### config.mk
export PLATFORM = sky130hd
export DESIGN_NAME = reqack_write_monitor
export DESIGN_NICKNAME = d
export VERILOG_FILES = /design/src/rtl/hsmon_pkg.sv /design/src/rtl/hsmon_datapath.sv /design/src/rtl/hsmon_control.sv /design/src/rtl/reqack_write_monitor.sv
export SDC_FILE = /design/constraint.sdc
export NUM_CORES = 1
export LEC_CHECK = 0
export BUFFER_PORTS_ARGS = -buffer_cell sky130_fd_sc_hd__buf_2
export CAP_MARGIN = 20
export CORE_AREA = 2 2 39 41
export DETAILED_ROUTE_END_ITERATION = 8
export DIE_AREA = 0 0 41 43
export GPL_TIMING_DRIVEN = 0
export REMOVE_ABC_BUFFERS = 1
export SYNTH_ARGS = -nofsm -noshare
export SYNTH_HDL_FRONTEND = slang
export SYNTH_HIERARCHICAL = 1
export SYNTH_SLANG_ARGS = --single-unit
### constraint.sdc
create_clock -name clk -period 3.2 [get_ports clk]
set_input_delay 0.16 -clock clk [delete_from_list [all_inputs] [get_ports clk]]
set_output_delay 0.16 -clock clk [all_outputs]
set_load 0.02 [all_outputs]
### src/rtl/hsmon_pkg.sv
package hsmon_pkg;

  typedef enum logic [1:0] {
    ST_IDLE,
    ST_REQ,
    ST_WRITE,
    ST_CHECK
  } monState_t;

  typedef struct packed {
    logic cntClear;
    logic cntInc;
    logic passSet;
    logic failSet;
  } monStrobe_t;

endpackage

### src/rtl/hsmon_datapath.sv
module hsmon_datapath
  import hsmon_pkg::*;
#(
  parameter int WR_LEN = 4
) (
  input  logic       clk,
  input  logic       rst,
  input  monStrobe_t stb,
  output logic       cntLast,
  output logic       passPulse,
  output logic       failPulse
);

  localparam int CW = $clog2(WR_LEN + 1);
  localparam logic [CW-1:0] LAST_VAL = CW'(WR_LEN - 1);

  logic [CW-1:0] wrCnt;

  always_ff @(posedge clk) begin
    if (rst) begin
      wrCnt     <= '0;
      passPulse <= 1'b0;
      failPulse <= 1'b0;
    end else begin
      if (stb.cntClear) begin
        wrCnt <= '0;
      end else if (stb.cntInc) begin
        wrCnt <= wrCnt + CW'(1);
      end
      passPulse <= stb.passSet;
      failPulse <= stb.failSet;
    end
  end

  assign cntLast = (wrCnt == LAST_VAL);

endmodule

### src/rtl/hsmon_control.sv
module hsmon_control
  import hsmon_pkg::*;
(
  input  logic       clk,
  input  logic       rst,
  input  logic       reqIn,
  input  logic       ackIn,
  input  logic       wrIn,
  input  logic       waitIn,
  input  logic       doneIn,
  input  logic       cntLast,
  output monStrobe_t stb,
  output logic       active
);

  monState_t curState, nextState;

  always_ff @(posedge clk) begin
    if (rst) curState <= ST_IDLE;
    else     curState <= nextState;
  end

  always_comb begin
    nextState = curState;
    stb       = '0;
    unique case (curState)
      ST_IDLE: begin
        if (reqIn) nextState = ST_REQ;
      end
      ST_REQ: begin
        if (ackIn) begin
          nextState    = ST_WRITE;
          stb.cntClear = 1'b1;
        end else if (!reqIn) begin
          nextState = ST_IDLE;
        end
      end
      ST_WRITE: begin
        if (!wrIn)        nextState = ST_IDLE;
        else if (cntLast) nextState = ST_CHECK;
        else              stb.cntInc = 1'b1;
      end
      ST_CHECK: begin
        if (doneIn) begin
          stb.passSet = 1'b1;
          nextState   = ST_IDLE;
        end else if (!(waitIn && !reqIn)) begin
          stb.failSet = 1'b1;
          nextState   = ST_IDLE;
        end
      end
      default: nextState = ST_IDLE;
    endcase
  end

  assign active = (curState != ST_IDLE);

endmodule

### src/rtl/reqack_write_monitor.sv
module reqack_write_monitor
  import hsmon_pkg::*;
#(
  parameter int WR_LEN = 4
) (
  input  logic clk,
  input  logic rst,
  input  logic reqIn,
  input  logic ackIn,
  input  logic wrIn,
  input  logic waitIn,
  input  logic doneIn,
  output logic passPulse,
  output logic failPulse,
  output logic active
);

  monStrobe_t stb;
  logic       cntLast;

  hsmon_control u_ctrl (
    .clk     (clk),
    .rst     (rst),
    .reqIn   (reqIn),
    .ackIn   (ackIn),
    .wrIn    (wrIn),
    .waitIn  (waitIn),
    .doneIn  (doneIn),
    .cntLast (cntLast),
    .stb     (stb),
    .active  (active)
  );

  hsmon_datapath #(.WR_LEN(WR_LEN)) u_dp (
    .clk       (clk),
    .rst       (rst),
    .stb       (stb),
    .cntLast   (cntLast),
    .passPulse (passPulse),
    .failPulse (failPulse)
  );

endmodule

==> impl_results.md, run 1 <==
* Clk_lat worst skew at about 0.25 ns
* Max VDD drop at 0.000193 V
* Die Span X at ~40 microns
* LEAKAGE at 0.193 nW
* R2r worst-path depth at 5
* Die footprint at 0.00176 sq mm
* Fin. Hold Viols at 0
* Top Ports at 10
* Critical path capture point type: register
* Rel. slew slack at 0.570
* Grt ovf at 0
* Vias at 324
* Fin Setup TNS at 0 ns
* Final WL at between 600 and 700 microns
* Seq cells post-synth at 7
* Clock Sinks at 7
* Critical R2R Launch: u_dp/wrCnt[0]
* Synth unique cells at 24
* Drt initial violations at 11
* Cts hold-fix bufs at 0
* Commonest cells in the netlist: dfxtp_1 (7), inv_1 (3)
* Async SR Flop Fraction at 0
* Worst hold path type: primary input to register
* DR WL/cell at 10.2 microns
* Row count at 14
* Hold path depth at 2
* Cell accounting for the most synthesized area: dfxtp_1
* First-pass GRT wire length at between 1000 and 1500 microns
* Fmax at 581 MHz
* Power Total at between 0.15 and 0.2 mW
* Min-delay src: rst
* Tot GR Track Use at 0.0936
* H-tree levels at 1
* Initial antenna violation count at 0
* Status: finished clean
* Count of cells resized by post-cts repair at 0
* Startpoint Class: register
* Initial Util at 0.278
* Post-synthesis sequential area ratio at 0.365
* ANT nets after route at 0
* Core ar. at about 0.0014 sq mm
* Synth Warn # at 6
* Critical path origin: u_dp/wrCnt[0]
* Crit path max fanout at 4
* DRC viols at 0
* Port Buffers at 9
* Die Y at 43 microns
* Via count of the first global-routing pass at about 290
* Mapped cell area at approximately 380 sq um
* Main area contributors after synthesis: dfxtp_1 (36%), ha_1 (6.5%), nor3_2 (5.2%)
* Nets@finish at 61
* Slew Limit Fails at 0
* Setup CP Type: register to register
* Share of the synthesized area in the top cell type at 0.365
* Most frequent cell after synthesis: dfxtp_1
* Post-DR vias/cell at between 4 and 5
* Worst-path clk slew at about 0.05 ns
* Post-CTS Repair Setup Buffers at 0
* Proportion of layout cells with a drive suffix above 1 at 0.373
* Data arrival, critical path at 1.85 ns
* R2r setup slk at 1.48 ns
* Largest net degree at the start of global routing at 11
* First-pass DRT Iterations at 4
* WHS Endpoint: u_ctrl/curState[1]
* Maxcap violations at 0
* Post-synth EDFFs at 0
* Final setup violation count at 0
* Critical path required time at between 3 and 4 ns
* Unrepaired setup endpoints after global routing: no
* Area Overhead vs Synth at 22.5%
* CTS tree: built
* Longest Clk Path Bufs at 2
* Fin crit share at 0.538
* Gp weighted congestion at 0.646
* CTS Buf Count at 3
* Pwr Density at between 400 and 500 mW/mm^2
* Cells after synthesis at 39
* Root buf cell: clkbuf_4
* Synth Area per Inst at between 9 and 10 sq um
* FF-to-FF End: u_dp/wrCnt[1]
* Worst Tran Pin Value at roughly 0.64 ns
* Fin crit period at 1.72 ns
* Synth Flop Type: dfxtp_1
* Setup Skew at 0.00418 ns
* Ant diodes at 0
==> critical path, cell delays in order, from the launching register on <==
cell,delay (ns)
dfxtp_1,0.32
ha_1,0.20
ha_1,0.19
nor3_1,0.54
mux2i_1,0.31
nor3_2,0.05
==> through the flow <==
step	util	setup WS [ns]	instance area, sq um	hold WS [ns]	cells
after floorplan	-	1.66	379	0.225	38
after global placement	0.321	1.55	444	0.465	63
after detailed placement	0.321	1.52	444	0.466	63
after CTS	0.340	1.50	470	0.204	67
after global routing	0.340	1.37	470	0.205	67
final	0.340	1.48	470	0.203	67
==> routing by layer <==
metal,global-route usage,routed length [microns],vias to the layer above
met2,0.147,311,17
met3,0.0628,56,0
met4,0.0400,0,0
met1,0.0906,313,143
li1,-,-,164
met5,0,0,-
==> power by group <==
| group | switching, mW | leakage (nW) | internal, mW |
|---|---|---|---|
| clock | 0.0306 | 0.0150 | 0.0475 |
| sequential | 0.00396 | 0.0567 | 0.0895 |
| combinational | 0.0125 | 0.121 | 0.0111 |
| total | 0.0471 | 0.193 | 0.148 |
==> registers in the layout, summed over array words and instances (netlist names) <==
register and flops:
u_dp/passPulse 1, u_dp/failPulse 1, u_dp/wrCnt 3, u_ctrl/curState 2
==> how the worst max path moves through the flow <==
stage	cells after the start	slack [ns]	end
after floorplan	5	1.66	u_dp/wrCnt[1]
after global routing	5	1.37	u_dp/wrCnt[1]
after CTS	5	1.50	u_dp/wrCnt[1]
final	5	1.48	u_dp/wrCnt[1]
after global placement	5	1.55	u_dp/wrCnt[1]
after detailed placement	5	1.52	u_dp/wrCnt[1]
==> kinds of logic (layout without fill, tap and decap cells) <==
| group | count (synthesis) | count (layout) | synth area share |
|---|---|---|---|
| and+or+nand+nor | 17 | 17 | 0.293 |
| AOI/OAI and AO/OA | 7 | 7 | 0.186 |
| DFF | 7 | 7 | 0.365 |
| buffers and inverters | 4 | 16 | 0.0423 |
| adders and majority gates | 2 | 2 | 0.0651 |
| xor gates and xnor gates | 1 | 1 | 0.0228 |
| muxes | 1 | 1 | 0.0261 |
==> final cells by class <==
| type | instances | area, sq um |
|---|---|---|
| clock buffer | 4 | 26.3 |
| fill | 153 | 913 |
| inverter | 3 | 11.3 |
| multi-input combinational | 28 | 228 |
| sequential | 7 | 140 |
| tap | 16 | 20.0 |
| timing repair buffer | 9 | 45.0 |
==> cells in the final DEF, fill, tap and decap left out, drive strengths merged <==
cell type  n
buf        9
dfxtp      7
clkbuf     4
nor3       4
inv        3
nand3b     2
nand2      2
or3b       2
nor2b      2
ha         2
or2        1
and3       1
and2b      1
o21ai      1
o221a      1
a211oi     1
nand3      1
a21oi      1
o21a       1
a221oi     1
xnor2      1
nor2       1
a2111oi    1
mux2i      1
No activity file was read; power rests on OpenSTA's default activity.
==> inputs of run 2 (changes only) <==
clock period = 1.6 ns   (was 3.2 ns; I/O delays follow)
==> impl_results.md, run 2 (synthesized netlist as in run 1, its figures left out) <==
* Worst Tran Pin Value at 0.361 ns (-0.280 ns)
* Most Used Layer, Global Route: met2
* DRC viols at 0 (unchanged)
* Maxcap violations at 0 (unchanged)
* Routing usage on met3 at 0.0628 (unchanged)
* Fmax at 683 MHz (+18%)
* DR WL/cell at 10.0 microns (-1.5%)
* Max VDD drop at 0.000384 V (+99%)
* Critical path capture point type: register
* Top Ports at 10 (unchanged)
* Clock power frac at 0.396 (-0.004)
* Status: finished clean
* Row count at 14 (unchanged)
* CTS Buf Count at 3 (unchanged)
* Comb pwr share at 0.122 (about the same)
* Final WL at 672 microns (-1.5%)
* Power Total at 0.390 mW (+100%)
* Final setup violation count at 0 (unchanged)
* Clock Sinks at 7 (unchanged)
* ANT nets after route at 0 (unchanged)
* Die footprint at 0.00176 sq mm (unchanged)
* First-pass DRT Iterations at 2 (-2)
* Die Y at 43 microns (unchanged)
* Post-CTS Repair Setup Buffers at 0 (unchanged)
* Count of cells resized by post-cts repair at 1 (+1)
* Switching power share of the total at 0.240 (-0.00122)
* Data arrival, critical path at 1.60 ns (-0.25 ns)
* Fin crit period at 1.46 ns (-0.257 ns)
* Seq pwr share at 0.482 (+0.003)
* Post-placement cell count at 63 (unchanged)
* LEAKAGE at 0.192 nW (-0.23%)
* Worst-path clk slew at 0.05 ns (about the same)
* First-pass GRT wire length at 1080 microns (unchanged)
* Proportion of layout cells with a drive suffix above 1 at 0.392 (+0.0196)
* Setup Skew at 0.00386 ns (-0.000324 ns)
* Clk_lat worst skew at 0.25 ns (about the same)
* CTS tree: built
* Vias at 328 (+1.2%)
* Tot GR Track Use at 0.0936 (unchanged)
* Initial antenna violation count at 0 (unchanged)
* Grt ovf at 0 (unchanged)
* Most frequent cells in the layout: buf_2 (9), dfxtp_1 (7), clkbuf_4 (3), inv_1 (3)
* Ant diodes at 0 (unchanged)
* Crit path max fanout at 4 (unchanged)
* Pwr Density at 809 mW/mm^2 (+95%)
* Critical path required time at 1.73 ns (-1.60 ns)
* Finished Layout Cells at 67 (unchanged)
* Worst hold path type: primary input to register
* Fin. Hold Viols at 0 (unchanged)
* Longest Clk Path Bufs at 2 (unchanged)
* Initial Util at 0.278 (unchanged)
* GR Util met2 at 0.147 (unchanged)
* Largest register FFs at 3 (unchanged)
* Area Overhead vs Synth at 25.4%
* Nets@finish at 61 (unchanged)
* Largest Register: u_dp/wrCnt
* Commonest non-fill, non-tap cell in the layout: buf_2
* Die Span X at 41 microns (unchanged)
* Startpoint Class: register
* Largest regs: u_dp/wrCnt x3, u_ctrl/curState x2
* Rel. slew slack at 0.759 (+0.190)
* Core ar. at 0.00138 sq mm (unchanged)
* Internal at 0.296 mW (+100%)
* Port Buffers at 9 (unchanged)
* Unrepaired setup endpoints after global routing: no
* Root buf cell: clkbuf_4
* Net Sw Power at 0.0935 mW (+99%)
* Drt initial violations at 9 (-2)
* Via count of the first global-routing pass at 293 (unchanged)
* Post-DR vias/cell at 4.90 (+1.2%)
* Cts hold-fix bufs at 0 (unchanged)
* Fin crit share at 0.915 (+0.377)
* Fillers at 153 (unchanged)
* Setup CP Type: register to register
* Gp weighted congestion at 0.646 (unchanged)
* H-tree levels at 1 (unchanged)
* Slew Limit Fails at 0 (unchanged)
* Largest net degree at the start of global routing at 11 (unchanged)
* Met1 Track Usage GR at 0.0906 (unchanged)
-- run 2: cell counts in the layout (fill, tap and decap cells not counted) --
No cell type changed its count.
-- run 2: worst paths after layout --
check	start	slack (ns)	cells past startpoint	to
worst max register to register	u_dp/wrCnt[0]	0.14	5	u_dp/wrCnt[1]
worst min register to register	u_dp/wrCnt[2]	0.51	2	u_dp/wrCnt[2]
worst max-delay path	u_dp/wrCnt[0]	0.14	5	u_dp/wrCnt[1]
worst min-delay path	rst	0.12	2	u_ctrl/curState[1]
-- run 2: routing by layer --
| layer | part of all wire | vias to the layer above |
|---|---|---|
| met5 | 0 | - |
| met4 | 0 | 0 |
| met3 | 0.070 | 0 |
| met2 | 0.48 | 11 |
| met1 | 0.45 | 153 |
| li1 | - | 164 |
-- run 2: power by group through the flow --
| stage | clock network (mW) | registers [mW] | logic, mW |
|---|---|---|---|
| after detailed placement | 0 | 0.190 | 0.0473 |
| after CTS | 0.161 | 0.187 | 0.0478 |
| after global routing | 0.168 | 0.189 | 0.0528 |
| after floorplan | 0 | 0.188 | 0.0288 |
| after global placement | 0 | 0.190 | 0.0472 |
| final | 0.154 | 0.188 | 0.0475 |
-- run 2: critical path: stages (launching register included) --
cell,delay (ns)
dfxtp_1,0.33
ha_1,0.20
ha_1,0.22
nor3_4,0.28
mux2i_1,0.27
nor3_2,0.05
-- run 2: final cells by class --
class                   count  area (sq um)  area share
clock buffers               4          26.3      0.0545
inverters                   3          11.3      0.0234
multi-input cells          28           239       0.496
flip-flops and latches      7           140       0.291
well taps                  16          20.0      0.0416
repair buffers              9          45.0      0.0935
-- run 2: metrics by stage --
step / instance area, sq um / hold WS (ns) / setup slack, ns / util / setup TNS, ns
2_1_floorplan: 379 / 0.145 / 0.0593 / - / 0
3_3_place_gp: 444 / 0.385 / -0.0452 / 0.321 / -0.0836
3_5_place_dp: 444 / 0.386 / -0.0800 / 0.321 / -0.160
4_1_cts: 475 / 0.124 / 0.0833 / 0.344 / 0
5_1_grt: 482 / 0.125 / 0.0419 / 0.348 / 0
6_report: 482 / 0.122 / 0.136 / 0.348 / 0
==> inputs of run 3 (changes only) <==
MAX_ROUTING_LAYER = met4   (was unset)
PLACE_DENSITY = 0.51   (was unset)
==> impl_results.md, run 3 (synthesized netlist as in run 1, its figures left out) <==
* Status: finished clean
* Drt initial violations at 2 (-7)
* WL met2 at 346 microns (+6.8%)
* Worst-path clk slew at 0.06 ns (about the same)
* Fin area at 482 sq um (unchanged)
* Maxcap violations at 0 (unchanged)
* Pwr Density at 822 mW/mm^2 (+1.6%)
* DRC viols at 0 (unchanged)
* Finished Core Util at 0.348 (unchanged)
* Wl on met1 at 297 microns (-1.3%)
* Worst Tran Pin Value at 0.361 ns (+0.000452 ns)
* Met3 routed WL at 50 microns (+6.4%)
* Max incr delay on CP at 0.33 ns (about the same)
* CP max stage cell: dfxtp_1
* Fin Setup TNS at 0 ns (unchanged)
* Proportion of layout cells with a drive suffix above 1 at 0.392 (unchanged)
* Hpwl dp at around 520 microns
* Die footprint at 0.00176 sq mm (unchanged)
* Min-delay src: rst
* Fin crit share at 0.896 (-0.0186)
* LEAKAGE at 0.192 nW (unchanged)
* Final WS setup at 0.166 ns (+0.0298 ns)
* Core ar. at 0.00138 sq mm (unchanged)
* CTS tree: built
* Nets@finish at 61 (unchanged)
* Seq. cell area at 140 sq um (unchanged)
* Post-CTS Repair Setup Buffers at 0 (unchanged)
* Port Buffers at 9 (unchanged)
* Placed Area at 444 sq um (unchanged)
* Largest register FFs at 3 (unchanged)
* Most frequent cell on the critical path: ha_1
* Critical path required time at 1.74 ns (about the same)
* Vias at 320 (-2.4%)
* CP Buf/Inv Count at 0 (unchanged)
* Finished Layout Cells at 67 (unchanged)
* First-pass GRT wire length at 1080 microns (+0.65%)
* Largest net degree at the start of global routing at 11 (unchanged)
* R2r setup slk at 0.17 ns (+0.03 ns)
* Pre-CTS setup slack at -0.0574 ns (+0.0226 ns)
* Critical path origin: u_dp/wrCnt[0]
* Startpoint Class: register
* Post-placement cell count at 63 (unchanged)
* Via count of the first global-routing pass at 283 (-3.4%)
* ANT nets after route at 0 (unchanged)
* Area Overhead vs Synth at 25.4% (unchanged)
* Fin. Hold Viols at 0 (unchanged)
* Die Span X at 41 microns (unchanged)
* Commonest non-fill, non-tap cell in the layout: buf_2
* Max VDD drop at 0.000387 V (+0.94%)
* Critical R2R Launch: u_dp/wrCnt[0]
* Initial Util at 0.278 (unchanged)
* Fmax at 697 MHz (+2.1%)
* Worst hold path type: primary input to register
* Largest Register: u_dp/wrCnt
* Sequence of cells on the critical path: ha_1 -> ha_1 -> nor3_4 -> nor2_1 -> a2111oi_2
* Largest regs: u_dp/wrCnt x3, u_ctrl/curState x2
* Rel. slew slack at 0.759 (about the same)
* Post-DR vias/cell at 4.78 (-2.4%)
* First-pass DRT Iterations at 2 (unchanged)
* Die Y at 43 microns (unchanged)
* Critical path capture point type: register
* Grt ovf at 0 (unchanged)
* Top Ports at 10 (unchanged)
* Setup CP Type: register to register
* Initial antenna violation count at 0 (unchanged)
* Uppermost routed layer: met3
* CTS Buf Count at 3 (unchanged)
* Tot GR Track Use at 0.0979 (+0.00438)
* H-tree levels at 1 (unchanged)
* Root buf cell: clkbuf_4
* Unrepaired setup endpoints after global routing: no
* Footprint of the multi-input gates at 239 sq um (unchanged)
* Clock Sinks at 7 (unchanged)
* Gp weighted congestion at 0.626 (-3.1%)
* DR WL/cell at 10.4 microns (+3.4%)
* Worst path top cell family by delay: adder cells
* Row count at 14 (unchanged)
* Most frequent cells in the layout: buf_2 (9), dfxtp_1 (7), clkbuf_4 (3), inv_1 (3)
* Longest Clk Path Bufs at 2 (unchanged)
* Final WL at 695 microns (+3.4%)
* Crit path max fanout at 4 (unchanged)
* Setup Skew at 0.00911 ns (+0.00525 ns)
* Ant diodes at 0 (unchanged)
* Clk_lat worst skew at 0.25 ns (about the same)
* Final setup violation count at 0 (unchanged)
* Slew Limit Fails at 0 (unchanged)
* Fin crit period at 1.43 ns (-0.0298 ns)
* Fillers at 154 (+0.65%)
* Data arrival, critical path at 1.57 ns (-0.03 ns)
## run 3: cell counts in the layout (fill, tap and decap cells not counted)
Identical to the previous run, type by type.
## run 3: final cells by class
type	count	area share
sequential	7	0.291
multi-input combinational	28	0.496
inverter	3	0.0234
tap	16	0.0416
clock buffer	4	0.0545
timing repair buffer	9	0.0935
## run 3: metrics by stage
step | power (mW) | hold slack, ns
5_1_grt | 0.416 | 0.122
2_1_floorplan | 0.217 | 0.145
3_3_place_gp | 0.238 | 0.390
3_5_place_dp | 0.238 | 0.391
6_report | 0.396 | 0.117
4_1_cts | 0.404 | 0.118
## run 3: what timing repair did
action	in CTS	in global routing
resized for setup	1	1
endpoints found under the setup margin	2	1
pin swaps	0	0
hold buffers	0	0
## run 3: path summary, 6_finish.rpt
kind / endpoint / depth (start not counted)
max: u_dp/wrCnt[2] / 5
min: u_ctrl/curState[1] / 2
max reg2reg: u_dp/wrCnt[2] / 5
min reg2reg: u_dp/wrCnt[2] / 2
## run 3: where the power goes
part           internal, mW  switching, mW
logic                0.0224         0.0255
clock network        0.0952         0.0653
registers             0.179        0.00879
total                 0.296         0.0996
## run 3: metal layers
layer  up-vias  track usage
met3         0       0.0942
met2         7        0.147
li1        166            -
met5         -            -
met1       147       0.0971
met4         0            0
